<file path="src/rtl/phyinit_pkg.sv">
// Shared types and constants for the PHY initialization sequencer.
// Assumes 16-bit script words: 4-bit kind on top, 12-bit value below.
package phyinit_pkg;

    typedef enum logic [2:0] {
        K_DELAY,
        K_DATA,
        K_SKIP,
        K_END,
        K_BAD
    } word_kind_t;

    typedef enum logic [2:0] {
        E_NONE        = 3'd0,
        E_NO_SCRIPT   = 3'd1,
        E_UNSUPPORTED = 3'd2,
        E_RESET_STUCK = 3'd3,
        E_BAD_WORD    = 3'd4
    } err_t;

    localparam logic [3:0] KIND_DELAY = 4'h0;
    localparam logic [3:0] KIND_DATA  = 4'h1;
    localparam logic [3:0] KIND_CTRL  = 4'hF;

endpackage

</file>
<file path="src/rtl/phyinit_word_dec.sv">
// Splits one script word into kind and value and classifies it.
// Assumes the kind sits in the top four bits of the word.
module phyinit_word_dec
    import phyinit_pkg::*;
#(
    parameter int WORD_W = 16,
    parameter int VAL_W  = WORD_W - 4
) (
    input  logic [WORD_W-1:0] word,
    output word_kind_t        kind,
    output logic [VAL_W-1:0]  value
);
    localparam logic [VAL_W-1:0] VAL_EOL = '1;
    localparam logic [VAL_W-1:0] VAL_SOL = VAL_W'(1);

    logic [3:0] kind_f;

    assign kind_f = word[WORD_W-1 -: 4];
    assign value  = word[VAL_W-1:0];

    // Classify the word by its kind and, for markers, its value.
    always_comb begin
        unique case (kind_f)
            KIND_DELAY: kind = K_DELAY;
            KIND_DATA:  kind = K_DATA;
            KIND_CTRL: begin
                if (value == VAL_EOL)      kind = K_END;
                else if (value == VAL_SOL) kind = K_SKIP;
                else                       kind = K_BAD;
            end
            default:    kind = K_BAD;
        endcase
    end
endmodule

</file>
<file path="src/rtl/phyinit_ms_timer.sv">
// Millisecond down-counter with a prescaler of CLK_KHZ cycles per tick.
// A load of N makes expired low for N*CLK_KHZ cycles; N=0 expires at once.
module phyinit_ms_timer #(
    parameter int CLK_KHZ = 250000,
    parameter int CNT_W   = 12
) (
    input  logic             clk,
    input  logic             rst_n,
    input  logic             load,
    input  logic [CNT_W-1:0] load_ms,
    output logic             expired
);
    localparam int PRE_W   = $clog2(CLK_KHZ + 1);
    localparam int PRE_MAX = (CLK_KHZ > 1) ? CLK_KHZ - 1 : 0;

    logic [PRE_W-1:0] pre_q;
    logic [CNT_W-1:0] rem_q;

    // Count prescaler cycles and decrement the remaining milliseconds.
    always_ff @(posedge clk) begin
        if (!rst_n) begin
            pre_q <= '0;
            rem_q <= '0;
        end else if (load) begin
            pre_q <= '0;
            rem_q <= load_ms;
        end else if (rem_q != '0) begin
            if (pre_q == PRE_W'(PRE_MAX)) begin
                pre_q <= '0;
                rem_q <= rem_q - 1'b1;
            end else begin
                pre_q <= pre_q + 1'b1;
            end
        end
    end

    assign expired = (rem_q == '0) && !load;

    AST_TIMER_STEP: assert property (@(posedge clk) disable iff (!rst_n)
        (!load && rem_q != '0) |=> (rem_q == $past(rem_q) || rem_q == $past(rem_q) - 1'b1));
endmodule

</file>
<file path="src/rtl/phy_init_seq.sv">
// Resets a PHY, finds a module's script through an ID list in memory and
// replays it as PHY register writes. Assumes memory read data arrives one
// cycle after mem_rd_en and PHY read data arrives on phy_rdata_valid.
module phy_init_seq
    import phyinit_pkg::*;
#(
    parameter int          WORD_W     = 16,
    parameter int          MEM_AW     = 8,
    parameter int          CLK_KHZ    = 250000,
    parameter int          POLL_LIMIT = 100,
    parameter int          PTR_ADDR   = 0,
    parameter int          RST_REG    = 0,
    parameter int          RST_BIT    = 15
) (
    input  logic              clk,
    input  logic              rst_n,
    input  logic              start,
    input  logic [WORD_W-1:0] module_type,
    output logic              mem_rd_en,
    output logic [MEM_AW-1:0] mem_addr,
    input  logic [WORD_W-1:0] mem_rdata,
    output logic              phy_valid,
    input  logic              phy_ready,
    output logic              phy_write,
    output logic [WORD_W-1:0] phy_addr,
    output logic [WORD_W-1:0] phy_wdata,
    input  logic              phy_rdata_valid,
    input  logic [WORD_W-1:0] phy_rdata,
    output logic              busy,
    output logic              done,
    output logic              error,
    output logic [2:0]        err_code
);
    localparam int VAL_W  = WORD_W - 4;
    localparam int POLL_W = $clog2(POLL_LIMIT + 1);
    localparam logic [WORD_W-1:0] W_ZERO = '0;
    localparam logic [WORD_W-1:0] W_ONES = '1;

    typedef enum logic [4:0] {
        S_IDLE, S_RST_WR, S_POLL_RD, S_POLL_WAIT,
        S_PTR_REQ, S_PTR_CHK, S_ID_REQ, S_ID_CHK, S_OFF_REQ, S_OFF_CHK,
        S_W_REQ, S_W_DEC, S_DLY, S_A_REQ, S_A_CAP, S_D_REQ, S_D_CAP, S_D_WR
    } state_t;

    state_t            state_q;
    logic [MEM_AW-1:0] pc_q;
    logic [VAL_W-1:0]  burst_q;
    logic [POLL_W-1:0] poll_q;
    logic              done_q, err_q, valid_q, write_q;
    logic [WORD_W-1:0] addr_q, wdata_q;
    err_t              code_q;
    word_kind_t        kind;
    logic [VAL_W-1:0]  value;
    logic              tmr_load, tmr_expired;
    logic              word_bad;

    phyinit_word_dec #(.WORD_W(WORD_W), .VAL_W(VAL_W)) u_dec (
        .word (mem_rdata),
        .kind (kind),
        .value(value)
    );

    phyinit_ms_timer #(.CLK_KHZ(CLK_KHZ), .CNT_W(VAL_W)) u_tmr (
        .clk    (clk),
        .rst_n  (rst_n),
        .load   (tmr_load),
        .load_ms(value),
        .expired(tmr_expired)
    );

    // Memory strobe in every request state; pointer read uses the fixed address.
    always_comb begin
        mem_rd_en = (state_q == S_PTR_REQ) || (state_q == S_ID_REQ) ||
                    (state_q == S_OFF_REQ) || (state_q == S_W_REQ)  ||
                    (state_q == S_A_REQ)   || (state_q == S_D_REQ);
        mem_addr  = (state_q == S_PTR_REQ) ? MEM_AW'(PTR_ADDR) : pc_q;
    end

    assign word_bad = (mem_rdata == W_ZERO) || (mem_rdata == W_ONES);
    assign tmr_load = (state_q == S_W_DEC) && (kind == K_DELAY);

    // Main sequencing: reset and poll, list lookup, then script replay.
    always_ff @(posedge clk) begin
        if (!rst_n) begin
            state_q <= S_IDLE;
            pc_q    <= '0;
            burst_q <= '0;
            poll_q  <= '0;
            done_q  <= 1'b0;
            err_q   <= 1'b0;
            code_q  <= E_NONE;
            valid_q <= 1'b0;
            write_q <= 1'b0;
            addr_q  <= '0;
            wdata_q <= '0;
        end else begin
            unique case (state_q)
                S_IDLE: if (start) begin
                    done_q  <= 1'b0;
                    err_q   <= 1'b0;
                    code_q  <= E_NONE;
                    poll_q  <= '0;
                    valid_q <= 1'b1;
                    write_q <= 1'b1;
                    addr_q  <= WORD_W'(RST_REG);
                    wdata_q <= W_ZERO | (WORD_W'(1) << RST_BIT);
                    state_q <= S_RST_WR;
                end
                S_RST_WR: if (phy_ready) begin
                    write_q <= 1'b0;
                    state_q <= S_POLL_RD;
                end
                S_POLL_RD: if (phy_ready) begin
                    valid_q <= 1'b0;
                    poll_q  <= poll_q + 1'b1;
                    state_q <= S_POLL_WAIT;
                end
                S_POLL_WAIT: if (phy_rdata_valid) begin
                    if (!phy_rdata[RST_BIT]) begin
                        state_q <= S_PTR_REQ;
                    end else if (poll_q == POLL_W'(POLL_LIMIT)) begin
                        err_q   <= 1'b1;
                        code_q  <= E_RESET_STUCK;
                        state_q <= S_IDLE;
                    end else begin
                        valid_q <= 1'b1;
                        state_q <= S_POLL_RD;
                    end
                end
                S_PTR_REQ: state_q <= S_PTR_CHK;
                S_PTR_CHK: begin
                    if (word_bad) begin
                        err_q   <= 1'b1;
                        code_q  <= E_NO_SCRIPT;
                        state_q <= S_IDLE;
                    end else begin
                        pc_q    <= mem_rdata[MEM_AW-1:0];
                        state_q <= S_ID_REQ;
                    end
                end
                S_ID_REQ: state_q <= S_ID_CHK;
                S_ID_CHK: begin
                    if (mem_rdata == W_ONES) begin
                        err_q   <= 1'b1;
                        code_q  <= E_UNSUPPORTED;
                        state_q <= S_IDLE;
                    end else if (mem_rdata == module_type) begin
                        pc_q    <= pc_q + 1'b1;
                        state_q <= S_OFF_REQ;
                    end else begin
                        pc_q    <= pc_q + MEM_AW'(2);
                        state_q <= S_ID_REQ;
                    end
                end
                S_OFF_REQ: state_q <= S_OFF_CHK;
                S_OFF_CHK: begin
                    if (word_bad) begin
                        err_q   <= 1'b1;
                        code_q  <= E_UNSUPPORTED;
                        state_q <= S_IDLE;
                    end else begin
                        pc_q    <= mem_rdata[MEM_AW-1:0];
                        state_q <= S_W_REQ;
                    end
                end
                S_W_REQ: state_q <= S_W_DEC;
                S_W_DEC: begin
                    pc_q <= pc_q + 1'b1;
                    unique case (kind)
                        K_DELAY: state_q <= S_DLY;
                        K_DATA: begin
                            burst_q <= value;
                            state_q <= S_A_REQ;
                        end
                        K_SKIP:  state_q <= S_W_REQ;
                        K_END: begin
                            done_q  <= 1'b1;
                            state_q <= S_IDLE;
                        end
                        default: begin
                            err_q   <= 1'b1;
                            code_q  <= E_BAD_WORD;
                            state_q <= S_IDLE;
                        end
                    endcase
                end
                S_DLY: if (tmr_expired) state_q <= S_W_REQ;
                S_A_REQ: state_q <= S_A_CAP;
                S_A_CAP: begin
                    addr_q  <= mem_rdata;
                    pc_q    <= pc_q + 1'b1;
                    state_q <= (burst_q == '0) ? S_W_REQ : S_D_REQ;
                end
                S_D_REQ: state_q <= S_D_CAP;
                S_D_CAP: begin
                    wdata_q <= mem_rdata;
                    valid_q <= 1'b1;
                    write_q <= 1'b1;
                    pc_q    <= pc_q + 1'b1;
                    state_q <= S_D_WR;
                end
                S_D_WR: if (phy_ready) begin
                    valid_q <= 1'b0;
                    addr_q  <= addr_q + 1'b1;
                    burst_q <= burst_q - 1'b1;
                    state_q <= (burst_q == VAL_W'(1)) ? S_W_REQ : S_D_REQ;
                end
                default: state_q <= S_IDLE;
            endcase
        end
    end

    assign phy_valid = valid_q;
    assign phy_write = write_q;
    assign phy_addr  = addr_q;
    assign phy_wdata = wdata_q;
    assign busy      = (state_q != S_IDLE);
    assign done      = done_q;
    assign error     = err_q;
    assign err_code  = code_q;

    AST_REQ_HOLD: assert property (@(posedge clk) disable iff (!rst_n)
        (phy_valid && !phy_ready) |=> (phy_valid && $stable(phy_addr) &&
                                       $stable(phy_wdata) && $stable(phy_write)));
    AST_FLAG_EXCL: assert property (@(posedge clk) disable iff (!rst_n)
        !(done && error));
    AST_IDLE_QUIET: assert property (@(posedge clk) disable iff (!rst_n)
        !busy |-> (!mem_rd_en && !phy_valid));
    AST_ERR_CODED: assert property (@(posedge clk) disable iff (!rst_n)
        error |-> (err_code != 3'd0));
    AST_POLL_SPENT: assert property (@(posedge clk) disable iff (!rst_n)
        ($rose(error) && err_code == 3'd3) |-> (poll_q == POLL_W'(POLL_LIMIT)));
    AST_DELAY_QUIET: assert property (@(posedge clk) disable iff (!rst_n)
        !tmr_expired |-> !phy_valid);
endmodule

</file>
<file path="config.mk">
export PLATFORM = sky130hd
export DESIGN_NAME = phy_init_seq
export DESIGN_NICKNAME = d
export VERILOG_FILES = /design/src/rtl/phyinit_pkg.sv /design/src/rtl/phyinit_word_dec.sv /design/src/rtl/phyinit_ms_timer.sv /design/src/rtl/phy_init_seq.sv
export SDC_FILE = /design/constraint.sdc
export NUM_CORES = 1
export LEC_CHECK = 0
export BUFFER_PORTS_ARGS = -buffer_cell sky130_fd_sc_hd__buf_2
export CAP_MARGIN = 20
export CORE_MARGIN = 4
export CORE_UTILIZATION = 60
export CTS_CLUSTER_DIAMETER = 120
export DETAILED_ROUTE_END_ITERATION = 8
export GPL_TIMING_DRIVEN = 0
export PLACE_DENSITY = 0.82
export SLEW_MARGIN = 20
export SYNTH_ARGS = -nofsm -noshare
export SYNTH_HDL_FRONTEND = slang
export SYNTH_SLANG_ARGS = --single-unit
</file>
<file path="constraint.sdc">
create_clock -name clk -period 4 [get_ports clk]
set_input_delay 0.4 -clock clk [delete_from_list [all_inputs] [get_ports clk]]
set_output_delay 0.4 -clock clk [all_outputs]
set_load 0.01 [all_outputs]
</file>
Word-level counts from Yosys, hierarchy flattened --
Cells that the tools add are included. W data, S select, Z words.
Storage, ports and cells: bits in registers 101, bits of input ports 53, output and inout bits 49
Operators by class: add/sub/neg operators 7, equality and inequality tests 48, muxes and demuxes 65, bitwise operators 1, reductions and logical operators 46
Operator list (count):
- $pmux W5 S18 | 1
- $mux W12 | 5
- $mux W16 | 3
- $pmux W16 S3 | 1
- $mux W3 | 14
- $eq A5 B4 Y1 const B | 8
- $mux W8 | 4
- $pmux W16 S2 | 1
- $mux W5 | 6
- $ne A2 B2 Y1 const B | 15
- $eq A12 B1 Y1 const B | 2
- $logic_not A12 Y1 | 2
- $pmux W12 S2 | 1
- $pmux W8 S3 | 1
- $sub A12 B1 Y12 const B | 2
- $eq A5 B3 Y1 const B | 4
- $add A18 B1 Y18 const B | 1
- $eq A18 B18 Y1 const B | 1
- $mux W18 | 1
- $pmux W3 S6 | 1
- $reduce_and A3 Y1 | 6
- $add A16 B1 Y16 const B | 1
- $eq A16 B16 Y1 | 1
- $eq A16 B16 Y1 const B | 1
- 45 further kinds | 84

Depth between registers and ports, before layout --
Gate-level depths: netlist of the first run.
word-level depth 10, gate-level depth with buffers 10, gate-level depth less buffers 8

By module --
A second synthesis of the first run with hierarchy kept.
Second synthesis, totals: cells, all modules 816, area total of the unflattened synthesis 6467.5 µm²
Modules (own cells, without submodules):
- phy_init_seq | instances 1, cells an instance 605, area an instance 4694.5 µm², seq. area each 1421.4 µm²
- phyinit_ms_timer | instances 1, cells an instance 185, area an instance 1572.8 µm², seq. area each 600.6 µm²
- phyinit_word_dec | instances 1, cells an instance 26, area an instance 200.2 µm², seq. area each 0.0 µm²

Worst setup path after synthesis of the first run --
OpenSTA, ideal clock, no wires.
path kind in2reg, start in mem_rdata[14], end reg pc_q[6], data arrival time 1.970 ns, setup slack 1.890 ns, stages on the path 9, path buffers 3, cell sequence buf_2 > or3_1 > clkbuf_1 > nor3_2 > a21o_1 > a22oi_2 > buf_4 > o311ai_1 > o221ai_1
Between the ends: longest elaborated chain between the ends 4, elaborated cells on any way between the ends 10, classes of those cells eq/ne (4); mux (3); reduce/logical (3)
RTL lines:
- start, declared | line phy_init_seq.sv:21 | input logic [WORD_W-1:0] mem_rdata,
- $eq A16 B16 Y1 (tied with other cells) | line phy_init_seq.sv:147 | end else if (mem_rdata == module_type) begin
- $mux W8 / $logic_or A1 B1 Y1 (equally long branches) | line phy_init_seq.sv:147, phy_init_seq.sv:79
- $mux W8 / $ne A2 B2 Y1 (equally long branches)
- $pmux W8 S3 / $reduce_and A3 Y1 (equally long branches)
- end signal, assigned | line phy_init_seq.sv:148 | pc_q <= pc_q + 1'b1;
- end signal, assigned | line phy_init_seq.sv:151 | pc_q <= pc_q + MEM_AW'(2);
- end signal, assigned | line phy_init_seq.sv:162 | pc_q <= mem_rdata[MEM_AW-1:0];
- end, declared | line phy_init_seq.sv:46 | logic [MEM_AW-1:0] pc_q;
Parallel ways exist; a longest one is shown, timed or not. The select of a mux whose other input is x is not followed. A chain may end at the register's enable or synchronous reset.

Worst setup path after layout of the first run --
start reg state_q[1], end out mem_addr[7]
Between the ends: longest elaborated chain between the ends 2
RTL lines:
- start, declared | line phy_init_seq.sv:45 | state_t state_q;
- start signal, assigned | line phy_init_seq.sv:85 | state_q <= S_IDLE;
- start signal, assigned | line phy_init_seq.sv:107 | state_q <= S_RST_WR;
- start signal, assigned | line phy_init_seq.sv:111 | state_q <= S_POLL_RD;
- $eq A5 B3 Y1 | line phy_init_seq.sv:76 | mem_addr = (state_q == S_PTR_REQ) ? MEM_AW'(PTR_ADDR) : pc_q;
- $mux W8 | line phy_init_seq.sv:76
- end, declared | line phy_init_seq.sv:20 | output logic [MEM_AW-1:0] mem_addr,
No other way between the ends.

==> results.sh, run 1 <==
export IMPL_static_leakage_power_nw=2.68
export IMPL_ys_flop_type="dfxtp_1"
export IMPL_drive_above_1_share=0.147
export IMPL_dr_first_iter_drc_count=765
export IMPL_avgSynthCellArea_um2=7.69
export IMPL_gp_congestion=1.01
export IMPL_dieArea_mm2=0.0121
export IMPL_critPathRequiredTime_ns=3.60
export IMPL_peakVddDrop_v=0.000287
export IMPL_grt_ovfl_total=0
export IMPL_netlist_area_mm2=0.00627
export IMPL_endpoint_kind="output port"
export IMPL_grt_pass1_wl_um=31500
export IMPL_path_clk_slew_ns=0.11
export IMPL_hold_viol=0
export IMPL_grt_pass1_vias=6444
export IMPL_crit_fanout=10
export IMPL_syn_nets=877
export IMPL_tightestPinTransition_ns=0.816
export IMPL_min_delay_start="mem_rdata[15]"
export IMPL_firstDrtPassIters=6
export IMPL_worstSetupStartpoint="state_q[1]"
export IMPL_wire_per_inst_um=19.3
export IMPL_cts_sinks=101
export IMPL_final_setup_skew_ns=0.0127
export IMPL_finalSetupTns_ns=0
export IMPL_root_buffer="clkbuf_8"
export IMPL_cap_violations=0
export IMPL_hp_class="input port to flip-flop"
export IMPL_fin_ws_ns=1.16
export IMPL_clock_fmax_ghz=0.352
export IMPL_initial_core_util=0.613
export IMPL_rows=37
export IMPL_drt_total_wl_um=20100
export IMPL_yosys_warnings=0
export IMPL_rsz0062_at_grt="no"
export IMPL_seqPwrFrac=0.438
export IMPL_arrival_ns=2.44
export IMPL_antenna_found_initial=1
export IMPL_r2r_start="state_q[0]"
export IMPL_cts_resized=0
export IMPL_clock_path_buffers=2
export IMPL_slew_headroom=0.451
export IMPL_hold_buffers=0
export IMPL_start_kind="flip-flop"
export IMPL_status="completed"
export IMPL_power_internal_mw=1.57
export IMPL_finalMaxSlewViolations=0
export IMPL_port_buffers=73
export IMPL_synthArstFlopShare=0
export IMPL_syn_inst=815
export IMPL_num_antenna_cells=0
export IMPL_switchingPower_mw=0.890
export IMPL_cts_setup_buffers=0
export IMPL_fin_crit_ns=2.84
export IMPL_die_w_um=110
export IMPL_drcViolationCount=0
export IMPL_syn2layout_area_growth_pct=11.9
export IMPL_nNetsFinal=962
export IMPL_setup_viol=0
export IMPL_dp_slack_ns=1.06
export IMPL_via_per_inst=6.59
export IMPL_post_route_period_util=0.710
export IMPL_cellPowerDensity_mw_per_mm2=351
export IMPL_numCtsBuffers=9
export IMPL_swShare=0.361
export IMPL_ys_ff_latch=101
export IMPL_die_h_um=110
export IMPL_seq_area_frac_synth=0.322
export IMPL_core_area_mm2=0.0102
export IMPL_synth_edff_count=0
export IMPL_p_comb_frac=0.284
export IMPL_grt_use_total=0.331
export IMPL_pin_count=102
export IMPL_worstSetupPathType="flip-flop to output port"
export IMPL_htreeDepth=3
export IMPL_vias=6864
export IMPL_cts_tree="built"
export IMPL_clk_insertion_delay_late_ns=0.40
export IMPL_ant_nets=0
export IMPL_synth_distinct_cells=74
export IMPL_grt_max_degree=18
export IMPL_clkPwrFrac=0.278
export IMPL_dp_hpwl_um=14600
-- per-layer routing --
metal  up-vias  wire length [µm]  global-route usage
met4         2               794               0.149
li1       3136                 -                   -
met1      3195              7820               0.409
met2       447              9450               0.546
met5         -                19                   0
met3        84              2040              0.0821
-- worst paths after layout --
check                       end  slack, ns  depth (start not counted)
setup reg to reg   phy_addr[12]       1.37                          8
hold reg to reg       phy_write       0.45                          2
setup / recovery    mem_addr[7]       1.16                          7
hold / removal    phy_wdata[15]       0.36                          3
-- metrics by stage --
stage	cells	power (mW)	util	hold slack, ns	cell area [µm²]
4_1_cts	1041	2.44	0.685	0.345	7010
3_3_place_gp	1024	1.76	0.665	0.437	6810
3_5_place_dp	1025	1.77	0.666	0.443	6810
6_report	1041	2.46	0.685	0.359	7010
5_1_grt	1041	2.56	0.685	0.346	7010
2_1_floorplan	815	1.56	-	0.458	6270
-- layout make-up --
type / instances / area, µm²
multi-input cells: 629 / 3880
fillers: 911 / 3220
flip-flops and latches: 101 / 2020
repair buffers: 74 / 373
plain buffers: 63 / 284
well taps: 136 / 170
clock buffers: 10 / 128
inverters: 22 / 82.6
clock inverters: 6 / 72.6
-- power groups by stage --
stage          Clock, mW  Combinational (mW)  Sequential, mW
2_1_floorplan          0               0.454            1.10
3_3_place_gp           0               0.661            1.10
3_5_place_dp           0               0.676            1.10
4_1_cts            0.684               0.679            1.08
5_1_grt            0.721               0.757            1.08
6_report           0.684               0.700            1.08
-- cells in the final DEF, fill, tap and decap left out, types with 5 or more instances in the layout --
| cell | count |
|---|---|
| nand4_1 | 26 |
| nor3_1 | 30 |
| inv_1 | 21 |
| a21oi_1 | 47 |
| a22o_1 | 6 |
| xor2_1 | 46 |
| nor4_1 | 13 |
| a31oi_1 | 10 |
| and2_1 | 13 |
| nor2_1 | 99 |
| clkbuf_1 | 39 |
| buf_2 | 87 |
| clkbuf_8 | 9 |
| buf_1 | 6 |
| nand2b_1 | 8 |
| ha_1 | 9 |
| dfxtp_1 | 101 |
| nand2_1 | 63 |
| xnor2_1 | 6 |
| mux2i_1 | 7 |
| a32o_1 | 6 |
| a211oi_1 | 9 |
| o211ai_1 | 6 |
| and3_1 | 13 |
| nor2b_1 | 6 |
| a22oi_1 | 29 |
| o21ai_0 | 48 |
| a221oi_1 | 5 |
| or3_1 | 8 |
| o31ai_1 | 5 |
| nand3_1 | 35 |
-- worst max-delay path, stage by stage, from the launching register on --
cell	delay, ns
dfxtp_1	0.36
buf_2	0.23
buf_2	0.25
buf_1	0.47
nor2_1	0.24
nand2_1	0.21
and2_1	0.15
buf_2	0.12
-- state kept, by name, indices dropped and copies added, names as in the netlist, 3 cells and up --
register / cells
u_tmr.pre_q: 18
phy_addr: 16
phy_wdata: 16
burst_q: 12
u_tmr.rem_q: 12
pc_q: 8
poll_q: 7
state_q: 5
err_code: 3
-- Yosys cell counts, types with 5 or more instances --
master	instances	area, µm²
clkbuf_1	38	143
nand2_1	63	236
nor3_1	30	150
a31oi_1	10	62.6
ha_1	9	113
o31ai_1	5	37.5
a221oi_1	5	43.8
o21ai_0	48	240
a32o_1	6	60.1
a22o_1	6	52.6
nand2b_1	8	50.1
nand4_1	26	163
a21oi_1	47	235
buf_1	6	22.5
nand3_1	35	175
o211ai_1	6	45.0
xnor2_1	6	52.6
inv_1	21	78.8
and3_1	13	81.3
or3_1	8	50.1
a211oi_1	9	67.6
nor4_1	13	81.3
nor2b_1	6	37.5
a22oi_1	29	218
and2_1	13	81.3
dfxtp_1	101	2020
xor2_1	46	403
mux2i_1	7	70.1
nor2_1	99	372
buf_2	14	70.1
-- kinds of logic (layout without fill, tap and decap cells) --
group	count (synthesis)	in the layout	synth area share
and+or+nand+nor	351	351	0.295
AOI/OAI and AO/OA	210	210	0.222
DFF	101	101	0.322
buffers and inverters	85	175	0.0585
xor gates and xnor gates	52	52	0.0726
adders and majority gates	9	9	0.0180
muxes	7	7	0.0112
(Power assumes the default switching activity.)
==> run 2, diff against run 1 <==
--- a/config.mk
+++ b/config.mk
@@ -8,11 +8,11 @@
 export BUFFER_PORTS_ARGS = -buffer_cell sky130_fd_sc_hd__buf_2
 export CAP_MARGIN = 20
 export CORE_MARGIN = 4
-export CORE_UTILIZATION = 60
+export CORE_UTILIZATION = 57
 export CTS_CLUSTER_DIAMETER = 120
 export DETAILED_ROUTE_END_ITERATION = 8
 export GPL_TIMING_DRIVEN = 0
-export PLACE_DENSITY = 0.82
+export PLACE_DENSITY = 0.78
 export SLEW_MARGIN = 20
 export SYNTH_ARGS = -nofsm -noshare
 export SYNTH_HDL_FRONTEND = slang
==> constraint.sdc (replaced) <==
create_clock -name clk -period 2.75 [get_ports clk]
set_input_delay 0.275 -clock clk [delete_from_list [all_inputs] [get_ports clk]]
set_output_delay 0.275 -clock clk [all_outputs]
set_load 0.01 [all_outputs]
==> results.sh, run 2 (synthesis results as in run 1) <==
export IMPL_status="completed"
export IMPL_hold_viol=0
export IMPL_peakVddDrop_v=0.000606
export IMPL_swShare=0.337
export IMPL_gp_congestion=0.963
export IMPL_syn2layout_area_growth_pct=13.2
export IMPL_drive_above_1_share=0.150
export IMPL_p_comb_frac=0.264
export IMPL_ant_nets=0
export IMPL_htreeDepth=3
export IMPL_clock_fmax_ghz=0.390
export IMPL_largest_reg_flops=18
export IMPL_start_kind="input port"
export IMPL_dpl_cell_area_mm2=0.00681
export IMPL_cts_sinks=101
export IMPL_dieArea_mm2=0.0127
export IMPL_vias=6760
export IMPL_largest_register="u_tmr.pre_q"
export IMPL_placedCellCount=1028
export IMPL_setup_viol=0
export IMPL_crit_chain="clkbuf_1 -> nand4_1 -> nor4_2 -> a21o_1 -> a22oi_2 -> buf_4 -> o311ai_1 -> o221ai_1"
export IMPL_rsz0062_at_grt="no"
export IMPL_die_w_um=113
export IMPL_die_h_um=113
export IMPL_core_area_mm2=0.0108
export IMPL_drt_total_wl_um=20200
export IMPL_grt_pass1_wl_um=32500
export IMPL_clkPwrFrac=0.331
export IMPL_switchingPower_mw=1.30
export IMPL_port_buffers=73
export IMPL_grt_use_total=0.315
export IMPL_fin_area_mm2=0.00710
export IMPL_final_cells=1044
export IMPL_cts_setup_buffers=0
export IMPL_root_buffer="clkbuf_8"
export IMPL_critPathRequiredTime_ns=3.01
export IMPL_seqPwrFrac=0.405
export IMPL_worstSetupPathType="input port to flip-flop"
export IMPL_clock_path_buffers=2
export IMPL_hold_buffers=0
export IMPL_via_per_inst=6.48
export IMPL_path_clk_slew_ns=0.11
export IMPL_static_leakage_power_nw=2.71
export IMPL_power_internal_mw=2.56
export IMPL_critical_path_slowest_cell="nor4_2"
export IMPL_endpoint_kind="flip-flop"
export IMPL_worstRegToRegCells=6
export IMPL_fin_crit_ns=2.57
export IMPL_grt_max_degree=18
export IMPL_total_power_mw=3.86
export IMPL_final_setup_skew_ns=0.0126
export IMPL_rows=38
export IMPL_initial_core_util=0.581
export IMPL_pin_count=102
export IMPL_nNetsFinal=961
export IMPL_numCtsBuffers=9
export IMPL_wire_per_inst_um=19.3
export IMPL_tightestPinTransition_ns=0.857
export IMPL_cts_tree="built"
export IMPL_cp_slowest_stage_delay_ns=0.81
export IMPL_post_route_period_util=0.934
export IMPL_layout_common_cells="dfxtp_1 (101), nor2_1 (98), buf_2 (87)"
export IMPL_final_common_cell="dfxtp_1"
export IMPL_hp_class="input port to flip-flop"
export IMPL_cellPowerDensity_mw_per_mm2=544
export IMPL_clk_insertion_delay_late_ns=0.40
export IMPL_firstDrtPassIters=5
export IMPL_dp_hpwl_um=14400
export IMPL_finalMaxSlewViolations=0
export IMPL_grt_pass1_vias=6354
export IMPL_grt_ovfl_total=0
export IMPL_slew_headroom=0.424
export IMPL_crit_fanout=10
export IMPL_cts_resized=0
export IMPL_cap_violations=0
export IMPL_antenna_found_initial=0
export IMPL_finalSetupTns_ns=0
export IMPL_num_antenna_cells=0
export IMPL_hold_depth=3
export IMPL_arrival_ns=2.83
export IMPL_drcViolationCount=0
export IMPL_dr_first_iter_drc_count=873
## run 2: worst paths after layout
check / to / slack, ns / from
worst max register to register: phy_addr[0] / 0.20 / state_q[2]
worst min-delay path: phy_wdata[15] / 0.25 / mem_rdata[15]
worst max-delay path: pc_q[6] / 0.18 / mem_rdata[7]
worst min register to register: phy_write / 0.46 / phy_write
## run 2: worst max-delay path: cells and delay by family
kind                   cells  cell delay [ns]
AO/OA/AOI/OAI              4             0.71
buffers and inverters      2             0.76
AND/OR/NAND/NOR            2             1.07
## run 2: metal layers
metal,vias up,track usage,routed length (µm),share of wire
li1,3145,-,-,-
met1,3179,0.408,8010,0.40
met2,387,0.517,9610,0.48
met3,49,0.0722,2070,0.10
met5,-,0,0,0
met4,0,0.108,479,0.024
## run 2: layout make-up
cell class              instances  area [µm²]
fillers                       956        3700
multi-input cells             629        3900
clock buffers                   9         124
well taps                     140         175
inverters                      22        82.6
repair buffers                 73         365
clock inverters                 7         145
plain buffers                  63         285
flip-flops and latches        101        2020
## run 2: stage by stage
stage	setup WS [ns]	utilization	hold slack (ns)
floorplan	0.759	-	0.425
global placement	0.0000115	0.631	0.434
detailed placement	-0.0155	0.631	0.441
CTS	0.136	0.656	0.227
global route	0.0451	0.658	0.252
finish	0.183	0.658	0.251
## run 2: power groups by stage
stage	logic, mW	clock network, mW	registers (mW)
3_5_place_dp	0.980	0	1.60
6_report	1.02	1.28	1.56
4_1_cts	0.982	1.28	1.56
3_3_place_gp	0.962	0	1.60
5_1_grt	1.12	1.33	1.57
2_1_floorplan	0.660	0	1.61
